--- config.mk ---
export PLATFORM = sky130hd
export DESIGN_NAME = hart_irq_ctrl
export DESIGN_NICKNAME = d
export VERILOG_FILES = /design/src/rtl/hic_pkg.sv /design/src/rtl/hic_pending_reg.sv /design/src/rtl/hic_enable_reg.sv /design/src/rtl/hic_arbiter.sv /design/src/rtl/hic_cause_reg.sv /design/src/rtl/hart_irq_ctrl.sv
export SDC_FILE = /design/constraint.sdc
export NUM_CORES = 1
export LEC_CHECK = 0
export BUFFER_PORTS_ARGS = -buffer_cell sky130_fd_sc_hd__buf_4
export CAP_MARGIN = 10
export CORE_AREA = 2 2 49 60
export CTS_BUF_LIST = sky130_fd_sc_hd__clkbuf_2
export DETAILED_ROUTE_END_ITERATION = 10
export DIE_AREA = 0 0 51 62
export GPL_ROUTABILITY_DRIVEN = 0
export GPL_TIMING_DRIVEN = 0
export PLACE_DENSITY_LB_ADDON = 0.3
export SLEW_MARGIN = 20
export SYNTH_ARGS = -nofsm -noshare
export SYNTH_HDL_FRONTEND = slang
export SYNTH_SLANG_ARGS = --single-unit
--- constraint.sdc ---
create_clock -name clk -period 2.02 [get_ports clk]
set_input_delay 0.303 -clock clk [delete_from_list [all_inputs] [get_ports clk]]
set_output_delay 0.303 -clock clk [all_outputs]
set_load 0.005 [all_outputs]
--- src/rtl/hic_pkg.sv ---
package hic_pkg;

    // Register operations on the control port
    typedef enum logic [1:0] {
        OP_READ  = 2'd0,
        OP_WRITE = 2'd1,
        OP_SET   = 2'd2,
        OP_CLEAR = 2'd3
    } csr_op_e;

    // Span of the enable/pending registers; the top source sits at bit 9
    localparam int SRC_W = 10;
    localparam int CODE_W = 4;

    localparam logic [CODE_W-1:0] CODE_SW  = 4'd1;
    localparam logic [CODE_W-1:0] CODE_TMR = 4'd5;
    localparam logic [CODE_W-1:0] CODE_EXT = 4'd9;

    localparam logic [SRC_W-1:0] LIVE_MASK = 10'h222;

    typedef struct packed {
        logic ext;
        logic tmr;
        logic sw;
    } irq_lines_t;

    typedef struct packed {
        logic              valid;
        logic [CODE_W-1:0] code;
    } pick_t;

    // Put the three lines at their architectural bit positions
    function automatic logic [SRC_W-1:0] place_lines(irq_lines_t l);
        logic [SRC_W-1:0] v;
        v = '0;
        v[CODE_SW]  = l.sw;
        v[CODE_TMR] = l.tmr;
        v[CODE_EXT] = l.ext;
        return v;
    endfunction

    // Fixed priority: external, then software, then timer
    function automatic pick_t choose(logic [SRC_W-1:0] live);
        pick_t p;
        p.valid = 1'b1;
        if (live[CODE_EXT])      p.code = CODE_EXT;
        else if (live[CODE_SW])  p.code = CODE_SW;
        else if (live[CODE_TMR]) p.code = CODE_TMR;
        else begin
            p.valid = 1'b0;
            p.code  = '0;
        end
        return p;
    endfunction

endpackage

--- src/rtl/hic_pending_reg.sv ---
module hic_pending_reg
    import hic_pkg::*;
(
    input  logic             clk,
    input  logic             rst,
    input  irq_lines_t       lines,
    output logic [SRC_W-1:0] pend_q
);
    always_ff @(posedge clk) begin
        if (rst) pend_q <= '0;
        else     pend_q <= place_lines(lines);
    end
endmodule

--- src/rtl/hic_enable_reg.sv ---
module hic_enable_reg
    import hic_pkg::*;
#(
    parameter int XLEN = 32
) (
    input  logic             clk,
    input  logic             rst,
    input  logic             wr_en,
    input  csr_op_e          op,
    input  logic [XLEN-1:0]  wdata,
    output logic [SRC_W-1:0] en_q
);
    logic [SRC_W-1:0] operand;
    logic [SRC_W-1:0] en_d;

    assign operand = wdata[SRC_W-1:0] & LIVE_MASK;

    always_comb begin
        en_d = en_q;
        if (wr_en) begin
            unique case (op)
                OP_WRITE: en_d = operand;
                OP_SET:   en_d = en_q | operand;
                OP_CLEAR: en_d = en_q & ~operand;
                default:  en_d = en_q;
            endcase
        end
    end

    always_ff @(posedge clk) begin
        if (rst) en_q <= '0;
        else     en_q <= en_d;
    end
endmodule

--- src/rtl/hic_arbiter.sv ---
module hic_arbiter
    import hic_pkg::*;
(
    input  logic             glb_ie,
    input  logic [SRC_W-1:0] pend,
    input  logic [SRC_W-1:0] en,
    output logic             req,
    output pick_t            winner
);
    logic [SRC_W-1:0] live;

    assign live   = pend & en & LIVE_MASK;
    assign winner = choose(live);
    assign req    = glb_ie & winner.valid;
endmodule

--- src/rtl/hic_cause_reg.sv ---
module hic_cause_reg
    import hic_pkg::*;
#(
    parameter int XLEN = 32
) (
    input  logic            clk,
    input  logic            rst,
    input  logic            take,
    input  pick_t           winner,
    output logic [XLEN-1:0] cause_q
);
    localparam int FILL_W = XLEN - 1 - CODE_W;

    always_ff @(posedge clk) begin
        if (rst)       cause_q <= '0;
        else if (take) cause_q <= {1'b1, {FILL_W{1'b0}}, winner.code};
    end
endmodule

--- src/rtl/hart_irq_ctrl.sv ---
module hart_irq_ctrl
    import hic_pkg::*;
#(
    parameter int XLEN = 32
) (
    input  logic            clk,
    input  logic            rst,
    input  logic            glb_ie,
    input  logic            irq_sw,
    input  logic            irq_tmr,
    input  logic            irq_ext,
    input  logic            csr_en,
    input  logic [1:0]      csr_op,
    input  logic            csr_sel,
    input  logic [XLEN-1:0] csr_wdata,
    output logic [XLEN-1:0] csr_rdata,
    input  logic            trap_ack,
    output logic            trap_req,
    output logic [XLEN-1:0] trap_cause
);
    localparam int PAD_W = XLEN - SRC_W;

    irq_lines_t       lines;
    logic [SRC_W-1:0] pend_q;
    logic [SRC_W-1:0] en_q;
    pick_t            winner;
    logic             take;

    assign lines = '{ext: irq_ext, tmr: irq_tmr, sw: irq_sw};

    hic_pending_reg pend_i (
        .clk    (clk),
        .rst    (rst),
        .lines  (lines),
        .pend_q (pend_q)
    );

    hic_enable_reg #(.XLEN(XLEN)) en_i (
        .clk   (clk),
        .rst   (rst),
        .wr_en (csr_en & ~csr_sel),
        .op    (csr_op_e'(csr_op)),
        .wdata (csr_wdata),
        .en_q  (en_q)
    );

    hic_arbiter arb_i (
        .glb_ie (glb_ie),
        .pend   (pend_q),
        .en     (en_q),
        .req    (trap_req),
        .winner (winner)
    );

    assign take = trap_req & trap_ack;

    hic_cause_reg #(.XLEN(XLEN)) cause_i (
        .clk     (clk),
        .rst     (rst),
        .take    (take),
        .winner  (winner),
        .cause_q (trap_cause)
    );

    assign csr_rdata = {{PAD_W{1'b0}}, (csr_sel ? pend_q : en_q)};
endmodule

**Yosys cells after proc, flatten, opt, wreduce, memory -nomap -nowiden**

Cells that the tools add are included.
W data, S select, Z words.

- Register bits after elaboration: 25
- Output and inout bits: 65
- Input bits: 43

- Equality and inequality tests: 3
- Bitwise gates (word level): 8
- Multiplexer cells: 8
- Reductions and logical operators: 2

Operators with widths:

| cell | count |
|---|---|
| $pmux W10 S3 | 1 |
| $and A10 B10 Y10 | 2 |
| $mux W10 | 1 |
| $not A10 Y10 | 1 |
| $or A10 B10 Y10 | 1 |
| $mux W4 | 2 |
| $eq A2 B2 Y1 const B | 2 |
| $and A1 B1 Y1 | 3 |
| $mux W1 | 3 |
| $mux W3 | 1 |
| $reduce_bool A3 Y1 | 1 |
| $eq A2 B1 Y1 const B | 1 |
| $reduce_and A2 Y1 | 1 |
| $not A1 Y1 | 1 |

**Longest topological paths before layout**

Gate-level depths: netlist (run 1).

- Word-level depth: 6
- Gate-level depth with buffers: 3

**Modules after synthesis**

A second synthesis (run 1) with hierarchy kept.

- Cells, all modules: 134
- Area, all modules: 1147.4 um^2

Modules (own cells, without submodules):

| module | area each (um^2) | instances | seq. area each (um^2) | cells an instance |
|---|---|---|---|---|
| hic_cause_reg | 380.4 | 1 | 100.1 | 44 |
| hart_irq_ctrl | 341.6 | 1 | 0.0 | 36 |
| hic_enable_reg | 231.5 | 1 | 60.1 | 31 |
| hic_pending_reg | 135.1 | 1 | 60.1 | 14 |
| hic_arbiter | 58.8 | 1 | 0.0 | 9 |

**Worst setup path after synthesis (run 1)**

OpenSTA, ideal clock, no wires.

- Path kind: input-to-reg
- Start: input port csr_sel
- End: register en_i.en_q[1]
- Buffers on the path: 0
- Required time: 1.928 ns
- Slack: 0.912 ns
- Stages on the path: 3
- Arrival: 1.016 ns
- Library setup time: 0.092 ns
- Cells stage by stage: nand2b_4 -> or3b_4 -> o32ai_1

- Word-level cells in the longest chain between the ends: 3

RTL lines:

| element | line | text |
|---|---|---|
| start, declared | hart_irq_ctrl.sv:14 | `input logic csr_sel,` |
| $not A1 Y1 | hart_irq_ctrl.sv:41 | `.wr_en (csr_en & ~csr_sel),` |
| $and A1 B1 Y1 | hart_irq_ctrl.sv:41 |  |
| $reduce_and A2 Y1 (no source line) | - |  |
| end signal, assigned | hic_enable_reg.sv:32 | `else en_q <= en_d;` |
| end, declared | hic_enable_reg.sv:11 | `output logic [SRC_W-1:0] en_q` |

No other way between the ends.
A chain may end at the register's enable or synchronous reset.

**Final worst setup path (run 1)**

- Start: register pend_i.pend_q[1]
- End: output port trap_req

- Word-level cells in the longest chain between the ends: 4

RTL lines:

| element | line | text |
|---|---|---|
| start, declared | hic_pending_reg.sv:7 | `output logic [SRC_W-1:0] pend_q` |
| start signal, assigned | hic_pending_reg.sv:11 | `else pend_q <= place_lines(lines);` |
| $and A10 B10 Y10 | hic_arbiter.sv:12 | `assign live = pend & en & LIVE_MASK;` |
| $mux W1 | hic_pkg.sv:47 | `else if (live[CODE_SW]) p.code = CODE_SW;` |
| $mux W1 | hic_pkg.sv:46 | `if (live[CODE_EXT]) p.code = CODE_EXT;` |
| $and A1 B1 Y1 | hic_arbiter.sv:14 | `assign req = glb_ie & winner.valid;` |
| end, declared | hart_irq_ctrl.sv:18 | `output logic trap_req,` |

No other way between the ends.

==> summary.txt, run 1 <==
Outcome
  • Outcome: complete, no violations

Min path
  • Worst Hold Class: input pin to flip-flop

STA
  • Max Slew Vio Count: 0
  • Post-layout min period: 1.43 ns
  • Setup TNS: 0 ns
  • Hold Vio Cnt, Final: 0
  • WHS: 0.256 ns
  • RSZ-0062 raised after global routing: false
  • Final Setup Violations: 0
  • Final period util: 70.9%
  • Fmax: 0.699 GHz
  • Setup Skew: 0.00847 ns
  • Final WS setup: around 0.6 ns

GRT
  • Vias in the first global route: 542
  • Initial antenna violation count: 0
  • Largest net degree at the start of global routing: 11
  • Global Route Usage Sum: 9.48%
  • Congestion Overflow GR: 0
  • First-pass GRT wire length: between 2000 and 2500 um

Clock network
  • CTS tree: yes
  • Root buffer cell: clkbuf_2
  • Clock buffer depth: 2
  • Reg clk slew, reported paths: 0.10 ns
  • CTS resizes: 0
  • CTS Hold Bufs: 0
  • H-Tree Level Count: 1
  • Worst-Skew Late Latency: around 0.25 ns
  • Num CTS Buffers: 3
  • Setup Fix Bufs, Post-CTS: 0
  • Clock Sinks: 10

Run
  • Maxcap violations: 0

Synthesis
  • Count of different cell masters after synthesis: 24
  • #FFs+latches synth: 10
  • Average size of a mapped cell: 8.16 um^2
  • Post-synthesis cell count: 109
  • Sequential share of the synthesized area: 22.5%
  • Area of the mapped netlist: 890 um^2
  • YS warnings: 0

Routing
  • Post-route ant nets: 0
  • 1st-iter DRT viols: 8
  • DR WL/cell: approximately 6.8 um
  • Vias per cell: 3.33
  • Wirelength, routed: 1520 um
  • DR DRC count: 0
  • Total vias in the final route: 745
  • 1st-pass router iterations: 4

Placement
  • DP Wirelength: 1380 um
  • Number of buffers added on ports: 21
  • Pre-CTS setup slack: 0.703 ns
  • Placed insts: 220

Floorplan
  • Die ar.: 3160 um^2
  • Die Y: 62 um
  • Initial Util: between 30% and 40%
  • Core box area: between 2000 and 3000 um^2
  • FP Rows: 21
  • Boundary pin count: 108
  • Die width: between 50 and 60 um

Finish
  • Fin util: roughly half
  • Filler cell count: 266
  • ANT cells: 0
  • Area growth syn-to-layout: 48.2%
  • Fin nets: 234
  • Share of cells above drive strength 1: a little under half
  • Commonest non-fill, non-tap cells in the layout: 78 x buf_4, 57 x conb_1, 10 x dfxtp_1
  • Layout Cells excl Fill: 224
  • Commonest non-fill, non-tap cell in the layout: buf_4

Power and ir drop
  • VDD IR-drop max: 192 uV
  • Leak: 0.774 nW
  • Pwr dens: about 370 nW/um^2

Setup path
  • CP max FO: 3
  • Slowest CP cell: dfxtp_1
  • CP required: 1.72 ns
  • Crit path DAT: 1.13 ns
  • CP peak stage delay: 0.33 ns
  • Critical Path Sink Type: primary output
  • Worst setup SP type: flip-flop
  • Crit Path Class: flip-flop to primary output
  • CP cell instances: a22oi_1 > a21boi_0 > buf_4
## stage by stage
stage | power, W | cell area [um^2]
3_3_place_gp | 0.000374 | 1300
3_5_place_dp | 0.000375 | 1300
2_1_floorplan | 0.000339 | 1100
6_report | 0.000483 | 1320
5_1_grt | 0.000522 | 1320
4_1_cts | 0.000483 | 1320
## per-layer routing
| layer | share of wire (%) | GRT usage [%] | routed length, um | up-vias |
|---|---|---|---|---|
| met3 | 15 | 4.07 | 225 | 2 |
| met1 | 35 | 9.78 | 530 | 295 |
| met2 | 49 | 16.7 | 751 | 44 |
| li1 | - | - | - | 404 |
| met4 | 0.72 | 4.63 | 11 | 0 |
| met5 | 0 | 0 | 0 | - |
## power breakdown
| part | switching, W | total [W] | internal, W |
|---|---|---|---|
| clock network | 0.0000648 | 0.000108 | 0.0000430 |
| registers | 0.00000430 | 0.000208 | 0.000203 |
| logic | 0.0000623 | 0.000167 | 0.000105 |
| total | 0.000131 | 0.000483 | 0.000351 |
## final timing paths
check,startpoint,endpoint,slack (ns),cells after the start
worst max-delay path,pend_i.pend_q[1]$_SDFF_PP0_,trap_req,0.59,3
worst min-delay path,irq_sw,pend_i.pend_q[1]$_SDFF_PP0_,0.26,2
worst max register to register,en_i.en_q[9]$_SDFFE_PP0P_,cause_i.cause_q[0]$_SDFFE_PP0P_,0.96,3
worst min register to register,cause_i.cause_q[31]$_SDFFE_PP0P_,cause_i.cause_q[31]$_SDFFE_PP0P_,0.49,2
## synth_stat cells (all sizes together)
library cell	n	share of area, %
or2	1	0.70
a21boi	1	0.84
o211ai	1	0.84
nand2	4	1.7
clkbuf	1	0.42
nor2b	4	2.8
o21ai	1	0.56
a211oi	2	1.7
or3b	1	1.3
nor2	1	0.42
a22oi	1	0.84
nand2b	4	3.7
buf	57	48
a31oi	2	1.4
conb	1	0.42
dfxtp	10	23
nor3	1	0.56
inv	6	2.5
a21oi	2	1.1
nand4	2	1.4
mux2	2	2.5
and2	1	0.70
o32ai	3	3.0
## critical path: cells and delay by family, from the launching register on
| family | cells | cell delay (ns) |
|---|---|---|
| buf+inv | 1 | 0.16 |
| compound gates | 2 | 0.40 |
| flops | 1 | 0.33 |
## cell families (layout without fill, tap and decap cells)
kind of cell	Yosys count	count (layout)	share of synthesized area [%]
buffers and inverters	64	89	51.1
and+or+nand+nor	19	19	13.2
AOI/OAI and AO/OA	13	13	10.3
DFF	10	10	22.5
muxes	2	2	2.53
other	1	57	0.422
## final cells by class
| type | count | area, um^2 | area share [%] |
|---|---|---|---|
| multi-input combinational | 91 | 445 | 33.8 |
| buffer | 58 | 432 | 32.7 |
| sequential | 10 | 200 | 15.2 |
| timing repair buffer | 21 | 158 | 12.0 |
| tap | 34 | 42.5 | 3.23 |
| inverter | 6 | 22.5 | 1.71 |
| clock buffer | 3 | 15.0 | 1.14 |
| clock inverter | 1 | 3.75 | 0.285 |
## sequential cells by signal, indices dropped and copies added, names as in the netlist
name             cells
pend_i.pend_q        3
cause_i.cause_q      4
en_i.en_q            3
No activity file was read; power rests on OpenSTA's default activity.
==> inputs of run 2 (changes only) <==
Settings changed: CORE_AREA 2 2 49 60 to 2 2 53 65, DIE_AREA 0 0 51 62 to 0 0 55 67.
Clock period 2.02 ns to 1.2 ns, I/O delays scaled along.
==> summary.txt, run 2 (synthesis gave the netlist of run 1 again) <==
Routing
  • 1st-pass router iterations: 4
  • 1st-iter DRT viols: 15
  • DR WL/cell: approximately 6.5 um
  • DR DRC count: 0
  • Post-route ant nets: 0
  • Vias per cell: 3.09
  • Wirelength, routed: 1470 um
  • Total vias in the final route: 698

Setup path
  • Slowest CP cell: dfxtp_2
  • Worst setup SP type: flip-flop
  • Crit path buf inv count: 1
  • Crit Path Class: flip-flop to primary output
  • CP required: slightly above 1 ns
  • CP peak stage delay: roughly 0.33 ns
  • Critical Path Sink Type: primary output
  • CP max FO: 2
  • CP cell instances: a22oi_2 > a21boi_2 > buf_4
  • FF-to-FF End: cause_i.cause_q[2]$_SDFFE_PP0P_
  • Crit path DAT: 1.00 ns
  • Reg-to-Reg Start: en_i.en_q[9]$_SDFFE_PP0P_
  • R2r setup slk: about 0.080 ns
  • Reg2reg path depth: 4
  • Family with the most delay on the worst path: flip-flops

STA
  • RSZ-0062 raised after global routing: true
  • Post-layout min period: 1.18 ns
  • Max Slew Vio Count: 0
  • Setup TNS: 0 ns
  • Fmax: 0.845 GHz
  • Setup Skew: 0.000711 ns
  • Final Setup Violations: 0
  • Hold Vio Cnt, Final: 0
  • Final period util: between 90% and 100%
  • WHS: 0.147 ns

Min path
  • Worst hold path cell count: 2
  • Worst Hold Class: input pin to flip-flop
  • Hold Startpoint: irq_sw
  • Hold endpoint: pend_i.pend_q[1]$_SDFF_PP0_

Clock network
  • Clock Sinks: 10
  • H-Tree Level Count: 1
  • CTS tree: yes
  • Reg clk slew, reported paths: 0.09 ns
  • Clock buffer depth: 2
  • Worst-Skew Late Latency: 0.24 ns
  • Num CTS Buffers: 3
  • Root buffer cell: clkbuf_2

Finish
  • Fin nets: 235
  • Filler cell count: 300
  • Layout Cells excl Fill: 226
  • ANT cells: 0
  • Fin util: 44.3%
  • Area growth syn-to-layout: 50.6%
  • Share of cells above drive strength 1: 49.5%
  • Post-route cell area: 1340 um^2
  • Max reg flops: 4
  • Commonest non-fill, non-tap cells in the layout: 79 x buf_4, 57 x conb_1, 6 x inv_1
  • Commonest non-fill, non-tap cell in the layout: buf_4
  • Top flop regs: cause_i.cause_q: 4 flops, en_i.en_q: 3 flops, pend_i.pend_q: 3 flops
  • Register name with the most flops: cause_i.cause_q

Floorplan
  • Core box area: a little over 3000 um^2
  • Die Y: 67 um
  • Boundary pin count: 108
  • FP Rows: 22
  • Die ar.: 3690 um^2
  • Initial Util: 29.4%
  • Die width: 55 um

Power and ir drop
  • Pwr dens: between 500 and 600 nW/um^2
  • Leak: around 0.8 nW
  • VDD IR-drop max: 354 uV

Placement
  • Area after DPL: 1300 um^2
  • Number of buffers added on ports: 21
  • Placed insts: 222

Run
  • Maxcap violations: 0

GRT
  • Initial antenna violation count: 0
  • First-pass GRT wire length: 2110 um
  • Congestion Overflow GR: 0
  • Vias in the first global route: slightly above 500
  • Global Route Usage Sum: 7.94%
  • Largest net degree at the start of global routing: 11

Outcome
  • Outcome: complete, no violations
run 2: what timing repair did:
action,CTS,global route
pin swaps,1,4
setup buffers,1,0
gates resized for setup,5,4
endpoints found under the setup margin,1,7
hold buffers,0,0
run 2: how the worst max path moves through the flow:
stage	startpoint	endpoint	depth (start not counted)
floorplan	csr_sel	en_i.en_q[1]$_SDFFE_PP0P_	3
global placement	csr_sel	en_i.en_q[1]$_SDFFE_PP0P_	4
detailed placement	csr_sel	en_i.en_q[1]$_SDFFE_PP0P_	4
CTS	en_i.en_q[1]$_SDFFE_PP0P_	trap_req	3
global route	pend_i.pend_q[1]$_SDFF_PP0_	trap_req	3
finish	pend_i.pend_q[1]$_SDFF_PP0_	trap_req	3
run 2: metrics by stage:
step / setup slack, ns / power, W
after floorplan: 0.215 / 0.000571
after global placement: 0.00959 / 0.000631
after detailed placement: 0.00754 / 0.000631
after CTS: -0.0219 / 0.000810
after global routing: -0.0983 / 0.000879
final: 0.0172 / 0.000804
run 2: final cells by class:
| type | instances | area (um^2) | area share, % |
|---|---|---|---|
| buffer | 58 | 432 | 32.2 |
| clock buffer | 3 | 15.0 | 1.12 |
| inverter | 6 | 22.5 | 1.68 |
| multi-input combinational | 91 | 454 | 33.9 |
| sequential | 10 | 206 | 15.4 |
| tap | 36 | 45.0 | 3.36 |
| timing repair buffer | 22 | 165 | 12.3 |
run 2: worst register-to-register path, stage by stage (launching register included):
cell and delay (ns):
dfxtp_2 0.37, a22oi_2 0.08, buf_4 0.14, or2_2 0.30, and2_1 0.14
run 2: power by group:
part | leakage (nW) | internal [W] | switching, W | total [W]
clock | 0.0125 | 0.0000682 | 0.000101 | 0.000170
sequential | 0.0835 | 0.000344 | 0.00000835 | 0.000352
combinational | 0.683 | 0.000178 | 0.000104 | 0.000282
run 2: routing by layer:
metal	global-route usage, %	up-vias	wire length, um	part of all wire (%)
li1	-	401	-	-
met1	7.96	248	487	33
met2	14.1	49	723	49
met3	4.04	0	258	18
met4	1.83	0	0	0
met5	0	-	0	0
